**src/rtl/dma_seq_pkg.sv**
```systemverilog
package dma_seq_pkg;

   typedef enum logic {
      SIZE_BYTE = 1'b0,
      SIZE_WORD = 1'b1
   } xfer_size_e;

   // width of the byte residue: one extra bit when each transfer is two bytes
   function automatic int residue_width(input int addr_w, input xfer_size_e sz);
      return (sz == SIZE_WORD) ? addr_w + 1 : addr_w;
   endfunction

endpackage

```
**src/rtl/dma_chan_state.sv**
```systemverilog
module dma_chan_state #(
   parameter int ADDR_W = 16
) (
   input  logic              clk,
   input  logic              rst_n,
   input  logic              load_i,
   input  logic [ADDR_W-1:0] base_addr_i,
   input  logic [ADDR_W-1:0] base_cnt_i,
   input  logic              auto_init_i,
   input  logic              xfer_i,
   output logic [ADDR_W-1:0] cur_addr_o,
   output logic [ADDR_W-1:0] cur_cnt_o,
   output logic              masked_o,
   output logic              auto_o,
   output logic              tc_o
);

   logic [ADDR_W-1:0] base_addr_q, base_cnt_q, addr_q, cnt_q;
   logic              auto_q, mask_q;
   logic              accept, at_zero;

   assign accept  = xfer_i && !load_i && !mask_q;
   assign at_zero = (cnt_q == '0);
   assign tc_o    = accept && at_zero;

   always_ff @(posedge clk or negedge rst_n) begin
      if (!rst_n) begin
         base_addr_q <= '0;
         base_cnt_q  <= '0;
         addr_q      <= '0;
         cnt_q       <= '0;
         auto_q      <= 1'b0;
         mask_q      <= 1'b1;
      end else if (load_i) begin
         base_addr_q <= base_addr_i;
         base_cnt_q  <= base_cnt_i;
         addr_q      <= base_addr_i;
         cnt_q       <= base_cnt_i;
         auto_q      <= auto_init_i;
         mask_q      <= 1'b0;
      end else if (accept) begin
         if (at_zero && auto_q) begin
            addr_q <= base_addr_q;
            cnt_q  <= base_cnt_q;
         end else begin
            addr_q <= addr_q + 1'b1;
            cnt_q  <= cnt_q - 1'b1;
            if (at_zero) mask_q <= 1'b1;
         end
      end
   end

   assign cur_addr_o = addr_q;
   assign cur_cnt_o  = cnt_q;
   assign masked_o   = mask_q;
   assign auto_o     = auto_q;

endmodule

```
**src/rtl/dma_phys_map.sv**
```systemverilog
module dma_phys_map
   import dma_seq_pkg::*;
#(
   parameter int         ADDR_W    = 16,
   parameter int         PAGE_W    = 8,
   parameter xfer_size_e XFER_SIZE = SIZE_BYTE,
   localparam int        PHYS_W    = ADDR_W + PAGE_W
) (
   input  logic [ADDR_W-1:0] addr_i,
   input  logic [PAGE_W-1:0] page_i,
   output logic [PHYS_W-1:0] phys_o
);

   generate
      if (XFER_SIZE == SIZE_WORD) begin : g_word
         logic unused_page_lsb;
         assign unused_page_lsb = page_i[0];
         assign phys_o = {page_i[PAGE_W-1:1], addr_i, 1'b0};
      end else begin : g_byte
         assign phys_o = {page_i, addr_i};
      end
   endgenerate

endmodule

```
**src/rtl/dma_residue_calc.sv**
```systemverilog
module dma_residue_calc
   import dma_seq_pkg::*;
#(
   parameter int         ADDR_W    = 16,
   parameter xfer_size_e XFER_SIZE = SIZE_BYTE,
   localparam int        RES_W     = residue_width(ADDR_W, XFER_SIZE)
) (
   input  logic [ADDR_W-1:0] cnt_i,
   output logic [RES_W-1:0]  residue_o
);

   logic [ADDR_W-1:0] left;
   assign left = cnt_i + 1'b1;

   generate
      if (XFER_SIZE == SIZE_WORD) begin : g_word
         assign residue_o = {left, 1'b0};
      end else begin : g_byte
         assign residue_o = left;
      end
   endgenerate

endmodule

```
**src/rtl/dma_chan_seq.sv**
```systemverilog
module dma_chan_seq
   import dma_seq_pkg::*;
#(
   parameter int         ADDR_W    = 16,
   parameter int         PAGE_W    = 8,
   parameter xfer_size_e XFER_SIZE = SIZE_BYTE,
   localparam int        PHYS_W    = ADDR_W + PAGE_W,
   localparam int        RES_W     = residue_width(ADDR_W, XFER_SIZE)
) (
   input  logic              clk,
   input  logic              rst_n,
   input  logic              load_i,
   input  logic [ADDR_W-1:0] base_addr_i,
   input  logic [ADDR_W-1:0] base_cnt_i,
   input  logic              auto_init_i,
   input  logic              page_we_i,
   input  logic [PAGE_W-1:0] page_i,
   input  logic              xfer_i,
   output logic [PHYS_W-1:0] phys_addr_o,
   output logic [RES_W-1:0]  residue_o,
   output logic              tc_o,
   output logic              chan_masked_o
);

   generate
      if (ADDR_W < 2) begin : g_bad_addr
         $error("dma_chan_seq: ADDR_W must be at least 2");
      end
      if (PAGE_W < 2) begin : g_bad_page
         $error("dma_chan_seq: PAGE_W must be at least 2");
      end
   endgenerate

   logic [PAGE_W-1:0] page_q;
   logic [ADDR_W-1:0] cur_addr, cur_cnt;
   logic              chan_auto;

   always_ff @(posedge clk or negedge rst_n) begin
      if (!rst_n)         page_q <= '0;
      else if (page_we_i) page_q <= page_i;
   end

   dma_chan_state #(.ADDR_W(ADDR_W)) u_state (
      .clk         (clk),
      .rst_n       (rst_n),
      .load_i      (load_i),
      .base_addr_i (base_addr_i),
      .base_cnt_i  (base_cnt_i),
      .auto_init_i (auto_init_i),
      .xfer_i      (xfer_i),
      .cur_addr_o  (cur_addr),
      .cur_cnt_o   (cur_cnt),
      .masked_o    (chan_masked_o),
      .auto_o      (chan_auto),
      .tc_o        (tc_o)
   );

   dma_phys_map #(.ADDR_W(ADDR_W), .PAGE_W(PAGE_W), .XFER_SIZE(XFER_SIZE)) u_map (
      .addr_i (cur_addr),
      .page_i (page_q),
      .phys_o (phys_addr_o)
   );

   dma_residue_calc #(.ADDR_W(ADDR_W), .XFER_SIZE(XFER_SIZE)) u_res (
      .cnt_i     (cur_cnt),
      .residue_o (residue_o)
   );

endmodule

```
**config.mk**
```make
export PLATFORM = sky130hd
export DESIGN_NAME = dma_chan_seq
export DESIGN_NICKNAME = d
export VERILOG_FILES = /design/src/rtl/dma_seq_pkg.sv /design/src/rtl/dma_chan_state.sv /design/src/rtl/dma_phys_map.sv /design/src/rtl/dma_residue_calc.sv /design/src/rtl/dma_chan_seq.sv
export SDC_FILE = /design/constraint.sdc
export NUM_CORES = 1
export LEC_CHECK = 0
export BUFFER_PORTS_ARGS = -buffer_cell sky130_fd_sc_hd__buf_2
export CAP_MARGIN = 30
export CORE_MARGIN = 4
export CORE_UTILIZATION = 57
export CTS_BUF_LIST = sky130_fd_sc_hd__clkbuf_4
export DETAILED_ROUTE_END_ITERATION = 7
export GPL_TIMING_DRIVEN = 0
export PLACE_DENSITY = 0.82
export RECOVER_POWER = 50
export SKIP_CTS_REPAIR_TIMING = 1
export SYNTH_ARGS = -nofsm -noshare
export SYNTH_HDL_FRONTEND = slang
export SYNTH_HIERARCHICAL = 1
export SYNTH_SLANG_ARGS = --single-unit
```
**constraint.sdc**
```tcl
create_clock -name clk -period 4.5 [get_ports clk]
set_input_delay 0.225 -clock clk [delete_from_list [all_inputs] [get_ports clk]]
set_output_delay 0.225 -clock clk [all_outputs]
set_load 0.02 [all_outputs]
```
# Word level (Yosys, flattened, before mapping)

Cells that the tools add are included.

Word-level logic and storage cells: 31
Input port bits: 46
Bits in registers: 74

Muxes and demuxes: 10
Add/subtract/negate cells: 3
Reductions and logical operators: 10
Equality and inequality tests: 1

Operator list:

| cell                    | number |
|---|---|
| $mux W16                | 6 |
| $add A16 B1 Y16 const B | 2 |
| $logic_not A16 Y1       | 1 |
| $sub A16 B1 Y16 const B | 1 |
| $logic_and A1 B1 Y1     | 4 |
| $mux W1                 | 4 |
| $reduce_bool A2 Y1      | 2 |
| $reduce_and A3 Y1       | 1 |
| $logic_not A1 Y1        | 2 |
| $ne A2 B2 Y1 const B    | 1 |

# Logic depth before layout (Yosys ltp)

Word-level depth: 5
Gate-level depth with buffers: 9
Depth with buffers taken out: 7

# Hierarchy

Netlist, hierarchy kept.

By module, submodules not included:

| module           | sequential area each (µm²) | area an instance (µm²) | times used | cells an instance |
|---|---|---|---|---|
| dma_chan_state   | 1652.8                     | 3647.2                 | 1          | 401 |
| dma_chan_seq     | 200.2                      | 331.6                  | 1          | 17 |
| dma_residue_calc | 0.0                        | 297.8                  | 1          | 43 |
| dma_phys_map     | 0.0                        | 180.2                  | 1          | 24 |

# Least setup slack after synthesis

Ideal clock, no wire load.

Path kind: reg-to-reg
Start: register u_state.cnt_q[0] (netlist: u_state/cur_cnt_o[0])
End: register u_state.addr_q[15] (netlist: u_state/cur_addr_o[15])
Arrival time: 2.517 ns
Slack: 1.859 ns
Clock period less this slack: 2.641 ns
Required time: 4.376 ns
Setup time: 0.124 ns
Buffers on the path: 2
Cell stages (with the launch flop): 10
Path through: dfrtp_1 inv_1 ha_1 or4b_2 or4_4 buf_6 buf_6 nor2_1 o21ai_1 a211o_1

Word-level cells in the longest chain between the ends: 5

Ends and longest elaborated chain:

| what                   | line                 | RTL |
|---|---|---|
| from (decl)            | dma_chan_state.sv:18 | `logic [ADDR_W-1:0] base_addr_q, base_cnt_q, addr_q, cnt_q;` |
| from (signal assigned) | dma_chan_state.sv:38 | `cnt_q <= base_cnt_i;` |
| from (signal assigned) | dma_chan_state.sv:44 | `cnt_q <= base_cnt_q;` |
| from (signal assigned) | dma_chan_state.sv:47 | `cnt_q <= cnt_q - 1'b1;` |
| $logic_not A16 Y1      | dma_chan_state.sv:23 | `assign at_zero = (cnt_q == '0);` |
| $logic_and A1 B1 Y1    | dma_chan_state.sv:42 | `if (at_zero && auto_q) begin` |
| $mux W16               | dma_chan_state.sv:42 |  |
| $mux W16               | dma_chan_state.sv:41 | `end else if (accept) begin` |
| $mux W16               | dma_chan_state.sv:34 | `end else if (load_i) begin` |
| to (signal assigned)   | dma_chan_state.sv:37 | `addr_q <= base_addr_i;` |
| to (signal assigned)   | dma_chan_state.sv:43 | `addr_q <= base_addr_q;` |
| to (signal assigned)   | dma_chan_state.sv:46 | `addr_q <= addr_q + 1'b1;` |
| to (decl)              | dma_chan_state.sv:18 |  |

Every way passes these cells. The select of a mux whose other input is x is not followed.
A chain may end at the register's enable or synchronous reset.

# Worst setup path in the final report

Start: register u_state.cnt_q[0] (netlist: u_state/cur_cnt_o[0])
End: register u_state.addr_q[10] (netlist: u_state/cur_addr_o[10])

Same word-level chain as after synthesis.

==> summary.md <==
| Metric | Value |
|---|---|
| Initial antenna violation count | `0` |
| PwrDens | `300 nW/um^2` |
| Part of the power in the clock network | `23.5%` |
| DP Area | `5040 um^2` |
| Rel. slew slack | `51.1%` |
| Proportion of layout cells with a drive suffix above 1 | `26.6%` |
| Routed Antenna Nets | `0` |
| Syn_nets | `535` |
| Pleak | `2.34 nW` |
| Port bufs | `86` |
| Worst r2r path cells | `8` |
| Final setup TNS | `0 ps` |
| Peak supply drop | `190 uV` |
| CTS tree | `done` |
| Comb power frac | `24.2%` |
| Fin Hold WS | `0.988 ps` |
| Worst-Margin Slew | `730 ps` |
| Syn avg cell area | `9.19 um^2` |
| Crit path required time | `4810 ps` |
| Endpoints failing setup | `0` |
| Starting Density | `60.2%` |
| Pwr Total | `1.56 mW` |
| Tcrit/Tclk final | `69.6%` |
| Final Hold Fails | `0` |
| Worst hold path class | `input pin to flip-flop` |
| Worst Setup Start Kind | `flip-flop` |
| Total gr overflow | `0` |
| Largest net degree at the start of global routing | `74` |
| Reg2Reg Setup Slack | `1370 ps` |
| Tot GR Track Use | `29.0%` |
| Period minus WS final | `3130 ps` |
| CTS Buf Count | `9` |
| Netlist cell types | `62` |
| Pre-antenna DRT Iters | `5` |
| H-tree Lvls | `3` |
| Post-Syn Area | `4460 um^2` |
| Internal power | `1.02 mW` |
| Switching part of the total power | `34.7%` |
| Total core area | `7410 um^2` |
| HPWL after DPL | `9.04 mm` |
| Post-synth EDFFs | `0` |
| Via total after detailed routing | `4228` |
| Hold_sp | `page_i[5]` |
| Sw Pwr | `540 uW` |
| Antenna diode count | `0` |
| Critical path arrival | `3440 ps` |
| Die Ht | `96.4 um` |
| Chip Width | `96.4 um` |
| Setup Skew | `20.9 ps` |
| Critical-path cell list | `inv_1 > ha_1 > or4b_2 > nor4_4 > buf_2 > nor3_1 > a211oi_1 > o32ai_1` |
| Dpl cells | `671` |
| DRC violations left | `0` |
| Sequential power share | `52.3%` |
| Cell area after layout | `5180 um^2` |
| First-pass GRT wire length | `20.4 mm` |
| Status | `completed` |
| Clock Latency Late Sink | `440 ps` |
| Vias per cell | `6.10` |
| Clock transition at path regs | `120 ps` |
| Endpoint class of the critical path | `flip-flop` |
| Fmax achieved | `319 MHz` |
| Dpl ws | `1470 ps` |
| Nets | `639` |
| Die Footprint | `9300 um^2` |
| Mapped Cells | `485` |
| Final worst slack | `1370 ps` |
| FFs w/ async S/R, synth | `100%` |
| Slew Viols, Final | `0` |
| Vias in the first global route | `4142` |
| Io pins | `88` |
| WHS Endpoint | `page_q[5]` |
| Max cap viols | `0` |
| Critical path's largest stage delay | `670 ps` |
| Kind of critical path | `flip-flop to flip-flop` |
| Clock buffer depth | `2` |
| Core Util, Final | `69.9%` |
| Yosys warning count | `6` |
| Clock root buffer | `clkbuf_4` |
| Top FF cell, synth | `dfrtp_1` |
| Area Overhead vs Synth | `16.2%` |
| Reg-to-reg critical path endpoint | `u_state/cur_addr_o[10]` |
| Critical-path maximum fanout | `10` |
| Total wire length | `12.9 mm` |
| Register area share after synthesis | `41.6%` |
| Clock sinks | `74` |
| Rows | `31` |
| WHS Path Cells | `2` |
| Routed wire per std cell | `18.7 um` |
| Initial drt markers | `393` |
| Placer congestion estimate | `0.931` |
| Crit Reg-Reg Startpoint | `u_state/cur_cnt_o[0]` |
| Crit path max-delay cell type | `or4b_2` |
| Seq cells post-synth | `74` |
| RSZ-0062 raised after global routing | `no` |
| Non-Filler Instances | `693` |
[power groups by stage]
stage	registers (mW)	clock network, mW	logic [mW]
CTS	0.812	0.373	0.377
global route	0.823	0.402	0.413
finish	0.814	0.365	0.376
detailed placement	0.825	0	0.376
floorplan	0.799	0	0.260
global placement	0.821	0	0.360
[flip-flops by register name (all words and copies together), names as in the netlist]
name                 count
u_state/base_cnt_q      16
u_state/auto_o           1
u_state/cur_cnt_o       16
u_state/cur_addr_o      16
u_state/masked_o         1
u_state/base_addr_q     16
page_q                   8
[cell families (layout without fill, tap and decap cells)]
| kind of cell | count (synthesis) | in the layout | synth area share, % |
|---|---|---|---|
| and+or+nand+nor | 154 | 154 | 18.4 |
| DFF | 74 | 74 | 41.6 |
| buffers and inverters | 86 | 195 | 10.2 |
| AOI/OAI and AO/OA | 122 | 122 | 17.9 |
| xor gates and xnor gates | 20 | 20 | 3.93 |
| adders and majority gates | 4 | 4 | 1.12 |
| muxes | 25 | 25 | 6.91 |
[routing by layer]
metal	global-route usage [%]	vias up	routed length [um]	part of all wire (%)
met5	0	-	0	0
met4	14.5	0	386	3.0
met3	5.03	45	1350	10
met2	44.7	273	5910	46
met1	39.5	1984	5300	41
li1	-	1926	-	-
[cell usage in the layout, fill, tap and decap left out, types with 8 or more instances in the layout]
| master | Yosys | layout |
|---|---|---|
| nor4_1 | 12 | 12 |
| dfrtp_1 | 73 | 73 |
| mux2_1 | 0 | 8 |
| nand3_1 | 15 | 15 |
| buf_4 | 24 | 24 |
| a21oi_1 | 24 | 24 |
| inv_1 | 33 | 33 |
| xor2_1 | 11 | 11 |
| nor2_1 | 30 | 30 |
| clkbuf_1 | 18 | 21 |
| clkbuf_4 | 0 | 11 |
| o21ai_0 | 38 | 38 |
| xnor2_1 | 9 | 9 |
| mux2_2 | 14 | 14 |
| buf_2 | 5 | 88 |
| nor3_1 | 22 | 22 |
| nand2_1 | 41 | 41 |
[synthesized netlist by cell type, drive strengths merged, types with 3 or more instances]
| cell type | count | share of area, % |
|---|---|---|
| a21o | 4 | 0.67 |
| xor2 | 11 | 2.2 |
| and2 | 3 | 0.42 |
| ha | 4 | 1.1 |
| and4 | 3 | 0.59 |
| xnor2 | 9 | 1.8 |
| nand3 | 16 | 1.9 |
| o41ai | 6 | 1.3 |
| a22oi | 4 | 0.67 |
| a211o | 3 | 0.59 |
| nor2 | 30 | 2.5 |
| nand2 | 41 | 3.5 |
| nand4 | 5 | 1.0 |
| nor3 | 22 | 2.5 |
| nand2b | 3 | 0.42 |
| o31ai | 4 | 0.67 |
| dfrtp | 73 | 41 |
| buf | 35 | 6.0 |
| mux2i | 3 | 0.67 |
| clkbuf | 18 | 1.5 |
| or4 | 4 | 0.84 |
| nor2b | 4 | 0.56 |
| a221o | 5 | 1.1 |
| inv | 33 | 2.8 |
| o21ai | 45 | 5.1 |
| a211oi | 5 | 0.84 |
| a31oi | 4 | 0.56 |
| a21oi | 24 | 2.7 |
| o221ai | 3 | 0.59 |
| mux2 | 22 | 6.2 |
| nor4 | 15 | 2.7 |
[worst max-delay path: cells and delay by family, from the launching register on]
kind / cells / cell delay, ps
and+or+nand+nor: 3 / 1410
buffers and inverters: 2 / 560
DFF: 1 / 510
AOI/OAI and AO/OA: 2 / 380
adders and majority gates: 1 / 150
[cell type report]
type | count | area, um^2
plain buffers | 53 | 332
clock buffers | 11 | 82.6
clock inverters | 5 | 31.3
fillers | 623 | 2230
inverters | 33 | 124
multi-input cells | 325 | 2120
flip-flops and latches | 74 | 1850
well taps | 99 | 124
repair buffers | 93 | 515
[worst max path at each step]
stage               slack [ps]  cells after the start                  from                     end
floorplan                 1860                      9  u_state/cur_cnt_o[0]  u_state/cur_addr_o[15]
global placement          1470                      7  u_state/cur_cnt_o[0]   u_state/cur_addr_o[4]
detailed placement        1470                      8  u_state/cur_cnt_o[0]    u_state/cur_cnt_o[1]
CTS                       1440                      7  u_state/cur_cnt_o[0]   u_state/cur_addr_o[4]
global route              1250                      7  u_state/cur_cnt_o[0]   u_state/cur_addr_o[4]
finish                    1370                      8  u_state/cur_cnt_o[0]  u_state/cur_addr_o[10]
Note: power is estimated with default switching activity, not from simulation.
